**src/rtl/tod_pkg.sv**
```systemverilog
package tod_pkg;
  localparam int SEC_W   = 6;
  localparam int MIN_W   = 6;
  localparam int HOUR_W  = 5;
  localparam int DAY_W   = 5;
  localparam int MON_W   = 4;
  localparam int YEAR_W  = 6;
  localparam int VAL_W   = SEC_W + MIN_W + HOUR_W + DAY_W + MON_W + YEAR_W;

  localparam logic [SEC_W-1:0]  SEC_LAST  = SEC_W'(59);
  localparam logic [MIN_W-1:0]  MIN_LAST  = MIN_W'(59);
  localparam logic [HOUR_W-1:0] HOUR_LAST = HOUR_W'(23);
  localparam logic [MON_W-1:0]  MON_LAST  = MON_W'(12);
  localparam logic [YEAR_W-1:0] YEAR_LAST = {YEAR_W{1'b1}};

  typedef struct packed {
    logic [YEAR_W-1:0] year;
    logic [MON_W-1:0]  month;
    logic [DAY_W-1:0]  day;
    logic [HOUR_W-1:0] hour;
    logic [MIN_W-1:0]  minute;
    logic [SEC_W-1:0]  sec;
  } tod_t;

  function automatic logic [VAL_W-1:0] cleared_value(input logic cal_mode);
    tod_t c;
    c = '0;
    if (cal_mode) begin
      c.day   = DAY_W'(1);
      c.month = MON_W'(1);
    end
    return c;
  endfunction
endpackage

```
**src/rtl/tod_rst_sync.sv**
```systemverilog
module tod_rst_sync (
  input  logic clk,
  input  logic rst_n,
  output logic rst_sync_n
);
  logic stage_q;

  always_ff @(posedge clk or negedge rst_n) begin
    if (!rst_n) begin
      stage_q    <= 1'b0;
      rst_sync_n <= 1'b0;
    end else begin
      stage_q    <= 1'b1;
      rst_sync_n <= stage_q;
    end
  end
endmodule

```
**src/rtl/tod_month_len.sv**
```systemverilog
module tod_month_len
  import tod_pkg::*;
(
  input  logic [MON_W-1:0]  month,
  input  logic [YEAR_W-1:0] year,
  output logic [DAY_W-1:0]  last_day
);
  logic leap;

  always_comb begin
    leap = (year[1:0] == 2'b00);
    unique case (month)
      MON_W'(2):                          last_day = leap ? DAY_W'(29) : DAY_W'(28);
      MON_W'(4), MON_W'(6),
      MON_W'(9), MON_W'(11):              last_day = DAY_W'(30);
      default:                            last_day = DAY_W'(31);
    endcase
  end
endmodule

```
**src/rtl/tod_advance.sv**
```systemverilog
module tod_advance
  import tod_pkg::*;
(
  input  logic             cal_en,
  input  logic [VAL_W-1:0] cur,
  output logic [VAL_W-1:0] nxt,
  output logic             wrap
);
  tod_t            c;
  tod_t            n;
  logic [DAY_W-1:0] last_day;
  logic [VAL_W:0]   bin_sum;

  assign c = tod_t'(cur);

  tod_month_len u_mlen (
    .month    (c.month),
    .year     (c.year),
    .last_day (last_day)
  );

  always_comb begin
    bin_sum = {1'b0, cur} + {{VAL_W{1'b0}}, 1'b1};
    n       = c;
    wrap    = 1'b0;
    if (!cal_en) begin
      n    = tod_t'(bin_sum[VAL_W-1:0]);
      wrap = bin_sum[VAL_W];
    end else begin
      n.sec = c.sec + SEC_W'(1);
      if (c.sec >= SEC_LAST) begin
        n.sec    = '0;
        n.minute = c.minute + MIN_W'(1);
        if (c.minute >= MIN_LAST) begin
          n.minute = '0;
          n.hour   = c.hour + HOUR_W'(1);
          if (c.hour >= HOUR_LAST) begin
            n.hour = '0;
            n.day  = c.day + DAY_W'(1);
            if (c.day >= last_day) begin
              n.day   = DAY_W'(1);
              n.month = c.month + MON_W'(1);
              if (c.month >= MON_LAST) begin
                n.month = MON_W'(1);
                n.year  = c.year + YEAR_W'(1);
                wrap    = (c.year == YEAR_LAST);
              end
            end
          end
        end
      end
    end
  end

  assign nxt = n;
endmodule

```
**src/rtl/tod_calendar.sv**
```systemverilog
module tod_calendar
  import tod_pkg::*;
(
  input  logic             clk,
  input  logic             rst_n,
  input  logic             tick_i,
  input  logic             cal_en_i,
  input  logic             clr_on_alarm_i,
  input  logic             wr_en_i,
  input  logic             wr_sel_i,
  input  logic [VAL_W-1:0] wr_data_i,
  output logic [VAL_W-1:0] value_o,
  output logic [VAL_W-1:0] alarm_val_o,
  output logic             alarm_o,
  output logic             ovf_o
);
  logic             rst_q_n;
  logic [VAL_W-1:0] val_q, val_d;
  logic [VAL_W-1:0] alm_q, alm_d;
  logic             alarm_q, alarm_d;
  logic             ovf_q, ovf_d;
  logic [VAL_W-1:0] adv_val;
  logic             adv_wrap;
  logic             hit;
  logic             wr_val, wr_alm;

  tod_rst_sync u_rst (
    .clk        (clk),
    .rst_n      (rst_n),
    .rst_sync_n (rst_q_n)
  );

  tod_advance u_adv (
    .cal_en (cal_en_i),
    .cur    (val_q),
    .nxt    (adv_val),
    .wrap   (adv_wrap)
  );

  assign wr_val = wr_en_i && !wr_sel_i;
  assign wr_alm = wr_en_i &&  wr_sel_i;
  assign hit    = (adv_val == alm_q);

  always_comb begin
    val_d   = val_q;
    alm_d   = alm_q;
    alarm_d = 1'b0;
    ovf_d   = 1'b0;
    if (wr_alm) alm_d = wr_data_i;
    if (wr_val) begin
      val_d = wr_data_i;
    end else if (tick_i) begin
      val_d = adv_val;
      ovf_d = adv_wrap;
      if (hit) begin
        alarm_d = 1'b1;
        if (clr_on_alarm_i) begin
          val_d = cleared_value(cal_en_i);
          ovf_d = 1'b1;
        end
      end
    end
  end

  always_ff @(posedge clk or negedge rst_q_n) begin
    if (!rst_q_n) begin
      val_q   <= '0;
      alm_q   <= '0;
      alarm_q <= 1'b0;
      ovf_q   <= 1'b0;
    end else begin
      val_q   <= val_d;
      alm_q   <= alm_d;
      alarm_q <= alarm_d;
      ovf_q   <= ovf_d;
    end
  end

  assign value_o     = val_q;
  assign alarm_val_o = alm_q;
  assign alarm_o     = alarm_q;
  assign ovf_o       = ovf_q;
endmodule

```
**config.mk**
```make
export PLATFORM = sky130hd
export DESIGN_NAME = tod_calendar
export DESIGN_NICKNAME = d
export VERILOG_FILES = /design/src/rtl/tod_pkg.sv /design/src/rtl/tod_rst_sync.sv /design/src/rtl/tod_month_len.sv /design/src/rtl/tod_advance.sv /design/src/rtl/tod_calendar.sv
export SDC_FILE = /design/constraint.sdc
export NUM_CORES = 1
export LEC_CHECK = 0
export CORE_MARGIN = 1.5
export CORE_UTILIZATION = 50
export DETAILED_ROUTE_END_ITERATION = 12
export GPL_TIMING_DRIVEN = 1
export HOLD_SLACK_MARGIN = 0.08
export PLACE_DENSITY = 0.77
export REMOVE_ABC_BUFFERS = 1
export SYNTH_ARGS = -nofsm -noshare
export SYNTH_HDL_FRONTEND = slang
export SYNTH_SLANG_ARGS = --single-unit
```
**constraint.sdc**
```tcl
create_clock -name clk -period 2.78 [get_ports clk]
set_input_delay 0.695 -clock clk [delete_from_list [all_inputs] [get_ports clk]]
set_output_delay 0.695 -clock clk [all_outputs]
set_load 0.05 [all_outputs]
```
==> results.yml <==
finish:
  n_antenna_cell: 0
  layout_commonest_cell: "buf_4"
  final_cell_mix: "231 x buf_4, 103 x clkdlybuf4s50_1, 66 x dfrtp_1"
  utilization: 0.861
  drive_above_1_share: 0.385
  stdcell_area_um2: 9500
  fin_nets: 1060
  areaGrowthSynthToFinish_pct: 65.5
  finalNonFillerCells: 1154
setup_path:
  critPathLaunchType: "flip-flop"
  critPathCaptureType: "flip-flop"
  path_max_fanout: 8
  crit_required_ns: 3.02
  worstSetupPathType: "flip-flop to flip-flop"
  cp_data_arrival_time_ns: 4.25
timing:
  fin_crit_sh: 1.44
  grt_setup_unrepaired: "yes"
  finalCriticalPeriod_ns: 4.01
  whs_ns: 0.381
  worst_pin_slew_ns: 0.886
  finalSetupTns_ns: -38.29
  fmax_ghz: 0.249
  setup_viol_count_final: 34
  hold_viol_final: 0
  maxSlewViolCount: 0
  worst_slack_ns: -1.23
  max_slew_margin: 0.410
  clock_skew_ns: 0.00483
drt:
  ant_nets: 0
  num_vias: 7796
  detail_route.vias_per_cell: 6.76
  drc: 0
  drtIter0Drc: 1011
  wl_um: 28700
  drtPass1Iterations: 6
  wl_per_cell_um: 24.9
synth:
  synth_ff_type: "dfrtp_1"
  synth_simple_gate_area_frac: 0.280
  synth_compound_area_frac: 0.233
  synth_edf_count: 0
  synth_area_um2: 5740
  ys.warnings.count: 0
  synth_seq_cells: 68
  synth_seq_area_share: 0.296
  synth_fa_ha_area_frac: 0.0262
  synth_mux_area_frac: 0.0754
  yosysUniqueCellTypes: 79
  synth_top_family_by_area: "simple AND/OR/NAND/NOR gates"
  avgSynthCellArea_um2: 8.24
  yosys.area_share.xor_xnor: 0.0381
  syn_inst: 697
  async_reset_ff_frac: 1.00
pwr:
  p_sw_frac: 0.444
  pwr-share-comb: 0.565
  peakVddDrop_uv: 719
  power_frac_seq: 0.228
  p_per_area_nw_per_um2: 620
  intPower_mw: 3.28
  p_clk_frac: 0.207
  leakage_nw: 4.07
  power.total_mw: 5.89
  netSwitchingPower_mw: 2.62
cts:
  cts.sinks: 68
  clk-insertion-delay-late_ns: 0.36
  cts_tree: "built"
  path_clk_slew_ns: 0.06
  max-clock-path-buffers: 2
  cts_buffers: 9
  clock-root-buffer: "clkbuf_16"
  htreeDepth: 3
placement:
  gp_congestion: 1.04
  dp_slack_ns: -1.71
  hpwl_um: 19300
  dp.cells: 1117
  port_buffers: 104
  placed_cell_area_um2: 8490
grt:
  grt_pass1_vias: 7605
  grt_usage: 0.469
  grt-ovfl-total: 0
  grt_pass1_wl_um: 41900
  antenna_found_initial: 1
  grt_max_degree: 35
floorplanning:
  die_width_um: 110
  fp-row-count: 38
  core_area_um2: 11000
  die_h_um: 110
  initial_core_util: 0.520
  dieArea_um2: 12100
  pin_count: 105
status:
  status: "complete, but fails checks"
  violations: "setup timing"
worst_hold_path:
  hold_class: "flip-flop to flip-flop"
flow_run:
  maxCapViolCount: 0
==> what timing repair did <==
action / in CTS / in global routing
setup buffers: 19 / 10
endpoints found under the hold margin: 0 / 0
gates cloned: 1 / 0
endpoints found under the setup margin: 34 / 34
gates resized for setup: 87 / 30
pin swaps: 37 / 34
hold buffers: 0 / 0
==> final timing paths <==
check / startpoint / endpoint / slack [ns] / depth (start not counted)
worst min register to register: u_rst.stage_q / u_rst.rst_sync_n / 0.38 / 0
worst min-delay path: u_rst.stage_q / u_rst.rst_sync_n / 0.38 / 0
max in group asynchronous: u_rst.rst_sync_n / value_o[23] / 1.67 / 1
worst max register to register: value_o[23] / value_o[7] / -1.23 / 20
worst max-delay path: value_o[23] / value_o[7] / -1.23 / 20
min in group asynchronous: u_rst.rst_sync_n / alarm_val_o[30] / 0.39 / 0
==> synthesized netlist by cell type (all sizes together), types with 4 or more instances <==
library cell | number | share of area
and3 | 13 | 0.014
a31oi | 12 | 0.013
o211ai | 6 | 0.0078
clkbuf | 32 | 0.021
inv | 14 | 0.0092
nand4 | 24 | 0.028
nor3 | 20 | 0.018
nand3b | 7 | 0.0092
xnor2 | 11 | 0.017
o2111ai | 6 | 0.0092
or4 | 6 | 0.0078
nand2 | 51 | 0.033
mux2i | 5 | 0.0087
and4 | 4 | 0.0061
o31ai | 5 | 0.0065
nor2b | 8 | 0.0087
a211oi | 8 | 0.010
and2 | 6 | 0.0065
a21oi | 39 | 0.035
or3 | 16 | 0.017
mux2 | 34 | 0.067
o311a | 5 | 0.0087
nor4b | 6 | 0.012
o21a | 4 | 0.0052
a311oi | 6 | 0.0092
o21ai | 34 | 0.030
a21boi | 5 | 0.0065
nand2b | 8 | 0.0087
nor4 | 12 | 0.016
dfrtp | 68 | 0.30
nor2 | 62 | 0.041
xor2 | 14 | 0.021
ha | 12 | 0.026
nand3 | 33 | 0.030
a21o | 12 | 0.016
or2 | 6 | 0.0065
a211o | 5 | 0.0076
buf | 21 | 0.019
==> power groups by stage <==
stage | clock network, mW | registers [mW] | logic (mW)
6_report | 1.22 | 1.34 | 3.33
5_1_grt | 1.25 | 1.35 | 3.46
4_1_cts | 1.21 | 1.32 | 3.13
3_5_place_dp | 0 | 1.33 | 2.90
3_3_place_gp | 0 | 1.32 | 2.84
2_1_floorplan | 0 | 1.89 | 0.915
==> critical path: stages (launching register included) <==
cell	delay [ns]
dfrtp_2	0.44
inv_2	0.09
buf_6	0.10
ha_4	0.12
nor2_2	0.03
o21ai_1	0.15
o21ai_1	0.10
ha_1	0.30
nand2b_4	0.16
a21oi_4	0.24
nor4_4	0.09
buf_6	0.15
or3_1	0.32
o211ai_1	0.19
xnor2_2	0.11
buf_4	0.15
nor4b_4	0.36
nand4_4	0.19
buf_12	0.20
a311oi_2	0.30
nor2_1	0.08
==> per-layer routing <==
layer | share of wire | vias to the layer above | routed length, um | GRT usage
li1 | - | 3276 | - | -
met1 | 0.38 | 3751 | 10900 | 0.591
met2 | 0.45 | 620 | 13000 | 0.723
met3 | 0.12 | 149 | 3480 | 0.160
met4 | 0.048 | 0 | 1370 | 0.215
met5 | 0 | - | 0 | 0
==> kinds of logic after synthesis <==
family / Yosys count
AND/OR/NAND/NOR: 293
XOR/XNOR: 25
multiplexers: 39
adder cells (fa/ha/maj): 12
buffers and inverters: 68
AO/OA/AOI/OAI: 191
flip-flops: 68
other: 1
==> flip-flops by register name, indices dropped and copies added, names as in the netlist <==
register and count:
u_rst.rst_sync_n 1, alarm_val_o 32, value_o 32, u_rst.stage_q 1, ovf_o 1, alarm_o 1
==> layout make-up <==
| cell class | instances | area, um^2 |
|---|---|---|
| Clock inverter | 7 | 73.8 |
| Timing Repair Buffer | 354 | 3030 |
| Clock buffer | 9 | 225 |
| Fill cell | 595 | 1530 |
| Multi-Input combinational cell | 561 | 4240 |
| Tap cell | 140 | 175 |
| Sequential cell | 68 | 1700 |
| Inverter | 15 | 56.3 |
No activity file was read; power rests on OpenSTA's default activity.
